## src/rtl/pg_read_pkg.sv

```systemverilog
package pg_read_pkg;
  localparam int unsigned DATA_W = 16;
  localparam logic [DATA_W-1:0] WORD_SALT = 16'h5A3C;

  function automatic logic [DATA_W-1:0] word_of(input logic [DATA_W-1:0] a);
    return a ^ WORD_SALT;
  endfunction
endpackage

```

## src/rtl/pg_page_tag.sv

```systemverilog
module pg_page_tag #(
  parameter int unsigned TAG_W = 20
) (
  input  logic             clk_i,
  input  logic             rst_ni,
  input  logic [TAG_W-1:0] tag_i,
  input  logic             clr_i,
  input  logic             load_i,
  output logic             hit_o
);
  logic [TAG_W-1:0] tag_q;
  logic             open_q;

  always_ff @(posedge clk_i or negedge rst_ni) begin
    if (!rst_ni) begin
      tag_q  <= '0;
      open_q <= 1'b0;
    end else if (clr_i) begin
      open_q <= 1'b0;
    end else if (load_i) begin
      tag_q  <= tag_i;
      open_q <= 1'b1;
    end
  end

  assign hit_o = open_q && (tag_q == tag_i);
endmodule

```

## src/rtl/pg_lat_timer.sv

```systemverilog
module pg_lat_timer #(
  parameter int unsigned FULL_LAT = 9,
  parameter int unsigned PAGE_LAT = 3,
  localparam int unsigned CNT_W = $clog2(FULL_LAT + 1)
) (
  input  logic clk_i,
  input  logic rst_ni,
  input  logic start_i,
  input  logic fast_i,
  input  logic abort_i,
  output logic done_o,
  output logic valid_o
);
  localparam logic [CNT_W-1:0] FULL_CNT = CNT_W'(FULL_LAT);
  localparam logic [CNT_W-1:0] PAGE_CNT = CNT_W'(PAGE_LAT);
  localparam logic [CNT_W-1:0] ONE      = CNT_W'(1);

  logic [CNT_W-1:0] cnt_q;
  logic             valid_q;

  assign done_o = !abort_i && !start_i && (cnt_q == ONE);

  always_ff @(posedge clk_i or negedge rst_ni) begin
    if (!rst_ni) begin
      cnt_q   <= '0;
      valid_q <= 1'b0;
    end else if (abort_i) begin
      cnt_q   <= '0;
      valid_q <= 1'b0;
    end else if (start_i) begin
      cnt_q   <= fast_i ? PAGE_CNT : FULL_CNT;
      valid_q <= 1'b0;
    end else if (cnt_q > ONE) begin
      cnt_q   <= cnt_q - ONE;
    end else if (cnt_q == ONE) begin
      cnt_q   <= '0;
      valid_q <= 1'b1;
    end
  end

  assign valid_o = valid_q;
endmodule

```

## src/rtl/pg_lp_ctrl.sv

```systemverilog
module pg_lp_ctrl (
  input  logic clk_i,
  input  logic rst_ni,
  input  logic ce_ni,
  input  logic addr_chg_i,
  input  logic trans_i,
  input  logic valid_i,
  output logic lp_o
);
  logic armed_q;
  logic lp_q;

  always_ff @(posedge clk_i or negedge rst_ni) begin
    if (!rst_ni) begin
      armed_q <= 1'b0;
      lp_q    <= 1'b0;
    end else if (ce_ni) begin
      armed_q <= 1'b1;
      lp_q    <= 1'b0;
    end else begin
      if (addr_chg_i) armed_q <= 1'b1;
      if (trans_i || !valid_i) lp_q <= 1'b0;
      else if (armed_q)        lp_q <= 1'b1;
    end
  end

  assign lp_o = lp_q;
endmodule

```

## src/rtl/pg_read_unit.sv

```systemverilog
module pg_read_unit #(
  parameter int unsigned ADDR_W   = 22,
  parameter int unsigned FULL_LAT = 9,
  parameter int unsigned PAGE_LAT = 3
) (
  input  logic                           clk_i,
  input  logic                           rst_ni,
  input  logic [ADDR_W-1:0]              addr_i,
  input  logic                           ce_ni,
  input  logic                           oe_ni,
  output logic [pg_read_pkg::DATA_W-1:0] data_o,
  output logic                           data_oe_o,
  output logic                           valid_o,
  output logic                           low_pwr_o,
  output logic                           standby_o
);
  import pg_read_pkg::*;

  localparam int unsigned TAG_W = ADDR_W - 2;

  logic [ADDR_W-1:0] addr_q;
  logic              ce_q, oe_q, standby_q;
  logic [DATA_W-1:0] data_q;
  logic              addr_chg, trans, start, hit, done, rd_valid;

  always_ff @(posedge clk_i or negedge rst_ni) begin
    if (!rst_ni) begin
      addr_q    <= '0;
      ce_q      <= 1'b1;
      oe_q      <= 1'b1;
      standby_q <= 1'b1;
      data_q    <= '0;
    end else begin
      addr_q    <= addr_i;
      ce_q      <= ce_ni;
      oe_q      <= oe_ni;
      standby_q <= ce_ni;
      if (done) data_q <= word_of(addr_i[DATA_W-1:0]);
    end
  end

  assign addr_chg = addr_i != addr_q;
  assign trans    = addr_chg || (ce_ni != ce_q) || (oe_ni != oe_q);
  // new access: selected and either address moved or chip just selected
  assign start    = !ce_ni && (addr_chg || ce_q);

  pg_page_tag #(.TAG_W(TAG_W)) u_tag (
    .clk_i  (clk_i),
    .rst_ni (rst_ni),
    .tag_i  (addr_i[ADDR_W-1:2]),
    .clr_i  (ce_ni || (start && !hit)),
    .load_i (done),
    .hit_o  (hit)
  );

  pg_lat_timer #(.FULL_LAT(FULL_LAT), .PAGE_LAT(PAGE_LAT)) u_timer (
    .clk_i   (clk_i),
    .rst_ni  (rst_ni),
    .start_i (start),
    .fast_i  (hit),
    .abort_i (ce_ni),
    .done_o  (done),
    .valid_o (rd_valid)
  );

  pg_lp_ctrl u_lp (
    .clk_i      (clk_i),
    .rst_ni     (rst_ni),
    .ce_ni      (ce_ni),
    .addr_chg_i (addr_chg),
    .trans_i    (trans),
    .valid_i    (rd_valid),
    .lp_o       (low_pwr_o)
  );

  assign data_oe_o = !ce_ni && !oe_ni;
  assign data_o    = (data_oe_o && rd_valid) ? data_q : '0;
  assign valid_o   = rd_valid;
  assign standby_o = standby_q;
endmodule

```

## config.mk

```make
export PLATFORM = sky130hd
export DESIGN_NAME = pg_read_unit
export DESIGN_NICKNAME = d
export VERILOG_FILES = /design/src/rtl/pg_read_pkg.sv /design/src/rtl/pg_page_tag.sv /design/src/rtl/pg_lat_timer.sv /design/src/rtl/pg_lp_ctrl.sv /design/src/rtl/pg_read_unit.sv
export SDC_FILE = /design/constraint.sdc
export NUM_CORES = 1
export LEC_CHECK = 0
export ABC_AREA = 1
export BUFFER_PORTS_ARGS = -buffer_cell sky130_fd_sc_hd__clkbuf_2
export CAP_MARGIN = 30
export CELL_PAD_IN_SITES_DETAIL_PLACEMENT = 2
export CELL_PAD_IN_SITES_GLOBAL_PLACEMENT = 2
export CORE_ASPECT_RATIO = 2
export CORE_MARGIN = 10
export CORE_UTILIZATION = 30
export DETAILED_ROUTE_END_ITERATION = 8
export HOLD_SLACK_MARGIN = 0.06
export PLACE_DENSITY = 0.75
export SLEW_MARGIN = 30
export SYNTH_ARGS = -nofsm -noshare
export SYNTH_HDL_FRONTEND = slang
export SYNTH_HIERARCHICAL = 1
export SYNTH_SLANG_ARGS = --single-unit
```

## constraint.sdc

```tcl
create_clock -name clk_i -period 2.6 [get_ports clk_i]
set_input_delay 0.13 -clock clk_i [delete_from_list [all_inputs] [get_ports clk_i]]
set_output_delay 0.13 -clock clk_i [all_outputs]
set_load 0.005 [all_outputs]
```

==> qor.csv <==
stage,metric,value,unit
clocking,H-tree level count,3,
worst_setup_path,launching element type of the critical path,flip-flop,
finish,number of inserted diodes,0,
routing,vias post-DR,3091,
worst_setup_path,cells along the critical path,"inv_1, nand2_1, nand2_1, nor2_2, nand2_1, nor2_2, nand4_1, inv_1, nor2_1, inv_2, nand2_2, nor2_4, inv_1, or2_4, buf_6, mux2_4",
power_and_ir_drop,Leakage Power,2.39,nW
worst_hold_path,path class of the lowest-slack min-delay path,in2reg,
routing,via count normalized by instance count,4.63,
worst_setup_path,CP max stage delay,370,ps
synth,simple logic cell fraction of the synthesized area,25.7,%
grt,first-pass GRT wire length,17600,µm
synth,mapped cell area,0.00341,mm²
placed_design,instance area after placement,0.00383,mm²
synth,total number of yosys warnings,6,
worst_setup_path,critical path endpoint,u_tag/tag_q[14],
floorplanning,vertical die dimension,171,µm
synth,synthesis-stage register bit count,68,
synth,post-synth top area share,48.4,%
synth,combinational family with the most area after synthesis,simple AND/OR/NAND/NOR gates,
synth,cell taking the most area after synthesis,sky130_fd_sc_hd__dfrtp_1,
synth,xor/xnor share of the synthesized area,3.34,%
worst_setup_path,critical path data arrival time,2740,ps
routing,DRT Wirelength,11300,µm
synth,synthesized instance count,437,
placed_design,Placer Congestion,0.731,
power_and_ir_drop,post-layout power,2.79,mW
timing,Worst-Margin Slew,785,ps
routing,number of DRC violations after detailed routing,0,
floorplanning,FP Rows,55,
power_and_ir_drop,PwrDens,629,mW/mm²
synth,Netlist cell types,26,
status,status,finished clean,
finish,relative area change from synthesis to final layout,30.1,%
floorplanning,Die X-Extent,95.4,µm
worst_setup_path,Max Fanout on Critical Path,8,
placed_design,number of port buffers,45,
clocking,maximum root-to-sink buffer count,2,
floorplanning,Initial Util,30.4,%
clocking,clock latency at the later pin of the worst-skew pair,330,ps
timing,post-route clock period utilization,97.3,%
routing,iteration count of the initial detailed-routing pass,4,
clocking,Num CTS Buffers,9,
finish,"commonest cells after routing, fill and taps aside","139 x sky130_fd_sc_hd__nand2_1, 84 x sky130_fd_sc_hd__inv_1, 66 x sky130_fd_sc_hd__dfrtp_1, 55 x sky130_fd_sc_hd__nor2_1, 44 x sky130_fd_sc_hd__clkbuf_2",
worst_setup_path,timing startpoint of the critical path,addr_q[18],
routing,violation count after the first detailed-routing iteration,55,
worst_setup_path,Worst setup EP type,flip-flop,
synth,complex-gate fraction of the synthesized area,7.62,%
job,max cap viols,0,
grt,pin count of the biggest net entering global routing,40,
timing,final-report max-slew violation count,0,
floorplanning,core area,0.0112,mm²
synth,cell types with the largest area share after synthesis,"sky130_fd_sc_hd__dfrtp_1 48%, sky130_fd_sc_hd__nand2_1 15%, sky130_fd_sc_hd__inv_1 9.3%, sky130_fd_sc_hd__nor2_1 6.5%, sky130_fd_sc_hd__o21ai_2 4.1%",
finish,fraction of layout cells with a size suffix above 1,21.1,%
floorplanning,floorplan die area,0.0163,mm²
finish,most common library cell in the layout ignoring fill and taps,sky130_fd_sc_hd__nand2_1,
synth,Mapped Avg Cell Area,7.81,µm²
timing,time the final worst path needs with I/O delays and setup,2530,ps
finish,final-stage net count,550,
timing,# setup viols final,0,
timing,Slew headroom,47.7,%
placed_design,detailed placement HPWL,7610,µm
synth,"share of synthesized cell area in full adder, half adder and majority cells",0.733,%
grt,number of antenna violations at the first check in global routing,0,
routing,remaining number of nets flagged by the antenna check after routing,0,
worst_setup_path,slack of the worst reg-to-reg path,70,ps
synth,Syn Nets,465,
routing,routed wirelength normalized by instance count,16.9,µm
grt,overflow left after global routing,0,
grt,number of global-route vias before repair,3499,
power_and_ir_drop,worst-case vdd ir drop,0.336,mV
finish,post-layout instance area,0.00444,mm²
clocking,clock root buffer master,sky130_fd_sc_hd__clkbuf_16,
worst_setup_path,r2r endpoint,u_tag/tag_q[14],
worst_setup_path,WS Path Type,reg2reg,
synth,share of the yosys chip area belonging to registers,49.9,%
clocking,TritonCTS clock tree,built,
worst_setup_path,data required time of the worst path,2810,ps
floorplanning,number of placed I/O pins,46,
grt,gr usage total,14.1,%
timing,"Hold Vio Cnt, Final",0,
clocking,Num Clock Sinks,68,
synth,share of synthesized area spent on multiplexers,1.76,%
worst_setup_path,startpoint of the worst register-to-register path,addr_q[18],
worst_setup_path,cell with the biggest individual delay on the critical path,sky130_fd_sc_hd__dfrtp_1,
timing,maximum frequency from static timing analysis,395,MHz
timing,clock skew,8.53,ps
worst_setup_path,depth of the worst register-to-register path,16,
clocking,Worst-path clk slew,60,ps
## layout make-up
| cell class | count | area (µm²) |
|---|---|---|
| clock inverter | 2 | 10.0 |
| inverter | 86 | 327 |
| sequential | 68 | 1700 |
| clock buffer | 13 | 260 |
| tap | 142 | 178 |
| timing repair buffer | 81 | 602 |
| fill | 1305 | 6780 |
| multi-input combinational | 276 | 1360 |
## report_power, final
| group | switching, mW | total [mW] | internal (mW) | leakage, nW |
|---|---|---|---|---|
| logic | 0.263 | 0.414 | 0.152 | 1.40 |
| registers | 0.0594 | 1.25 | 1.19 | 0.852 |
| clock network | 0.441 | 1.13 | 0.690 | 0.135 |
| total | 0.763 | 2.79 | 2.03 | 2.39 |
## registers in the layout (all words and copies together), names as in the netlist
signal / flops
standby_o: 1
u_tag/open_q: 1
oe_q: 1
data_q: 16
u_tag/tag_q: 20
u_lp/armed_q: 1
u_timer/cnt_q: 4
u_lp/lp_o: 1
u_timer/valid_o: 1
addr_q: 22
## layer usage
metal	vias up	track usage [%]	share of wire (%)
li1	1461	-	-
met1	1577	13.7	35
met2	36	28.1	60
met3	17	2.24	2.5
met4	0	4.96	1.8
met5	-	0	0
## logic make-up (layout without fill, tap and decap cells)
family	count (synthesis)	in the layout
multiplexers	4	4
AND/OR/NAND/NOR	218	218
XOR/XNOR	13	13
flip-flops	68	68
buffers and inverters	93	182
adder cells (fa/ha/maj)	2	2
AO/OA/AOI/OAI	39	39
## stage by stage
step / setup slack (ps) / util [%] / hold WS, ps / TNS, ps / instances
after floorplan: 354 / - / -166 / 0 / 437
after global placement: 178 / 34.1 / 253 / 0 / 622
after detailed placement: 95.9 / 34.1 / 253 / 0 / 622
after CTS: 26.7 / 38.7 / 60.2 / 0 / 661
after global routing: -83.9 / 39.6 / 94.9 / -461 / 668
final: 69.6 / 39.6 / 57.9 / 0 / 668
## cell usage after synthesis
cell,count
sky130_fd_sc_hd__a21oi_1,3
sky130_fd_sc_hd__a21oi_2,1
sky130_fd_sc_hd__buf_2,1
sky130_fd_sc_hd__buf_4,2
sky130_fd_sc_hd__buf_6,2
sky130_fd_sc_hd__clkbuf_1,2
sky130_fd_sc_hd__dfrtp_1,66
sky130_fd_sc_hd__dfstp_2,2
sky130_fd_sc_hd__ha_1,2
sky130_fd_sc_hd__inv_1,85
sky130_fd_sc_hd__inv_2,1
sky130_fd_sc_hd__mux2_4,4
sky130_fd_sc_hd__nand2_1,139
sky130_fd_sc_hd__nand2_2,1
sky130_fd_sc_hd__nand3_1,7
sky130_fd_sc_hd__nand3_2,1
sky130_fd_sc_hd__nand3b_4,1
sky130_fd_sc_hd__nand4_1,1
sky130_fd_sc_hd__nor2_1,59
sky130_fd_sc_hd__nor2_2,8
sky130_fd_sc_hd__o21ai_0,18
sky130_fd_sc_hd__o21ai_2,16
sky130_fd_sc_hd__o22ai_1,1
sky130_fd_sc_hd__or2_1,1
sky130_fd_sc_hd__xnor2_1,5
sky130_fd_sc_hd__xor2_1,8
## critical path, delay by kind of cell (launching register included)
| family | cells | cell delay [ps] |
|---|---|---|
| DFF | 1 | 370 |
| and+or+nand+nor | 10 | 1240 |
| muxes | 1 | 310 |
| buffers and inverters | 5 | 480 |
## repair_timing
item / in CTS / in global routing
setup endpoints to repair: 4 / 28
gates resized for setup: 1 / 8
buffers inserted: 0 / 6
hold endpoints to repair: 52 / 0
cloned: 0 / 1
hold buffers: 24 / 0
pin swaps: 0 / 3
## how the worst min path moves through the flow
stage | startpoint | end | slack (ps) | depth (start not counted)
final | addr_i[0] | data_q[0] | 60 | 3
after global routing | addr_i[0] | data_q[0] | 90 | 3
after CTS | addr_i[0] | data_q[0] | 60 | 3
after detailed placement | rst_ni | data_q[6] | 250 | 1
after global placement | oe_ni | oe_q | 250 | 1
after floorplan | rst_ni | addr_q[0] | -170 | 0
(Power assumes the default switching activity.)
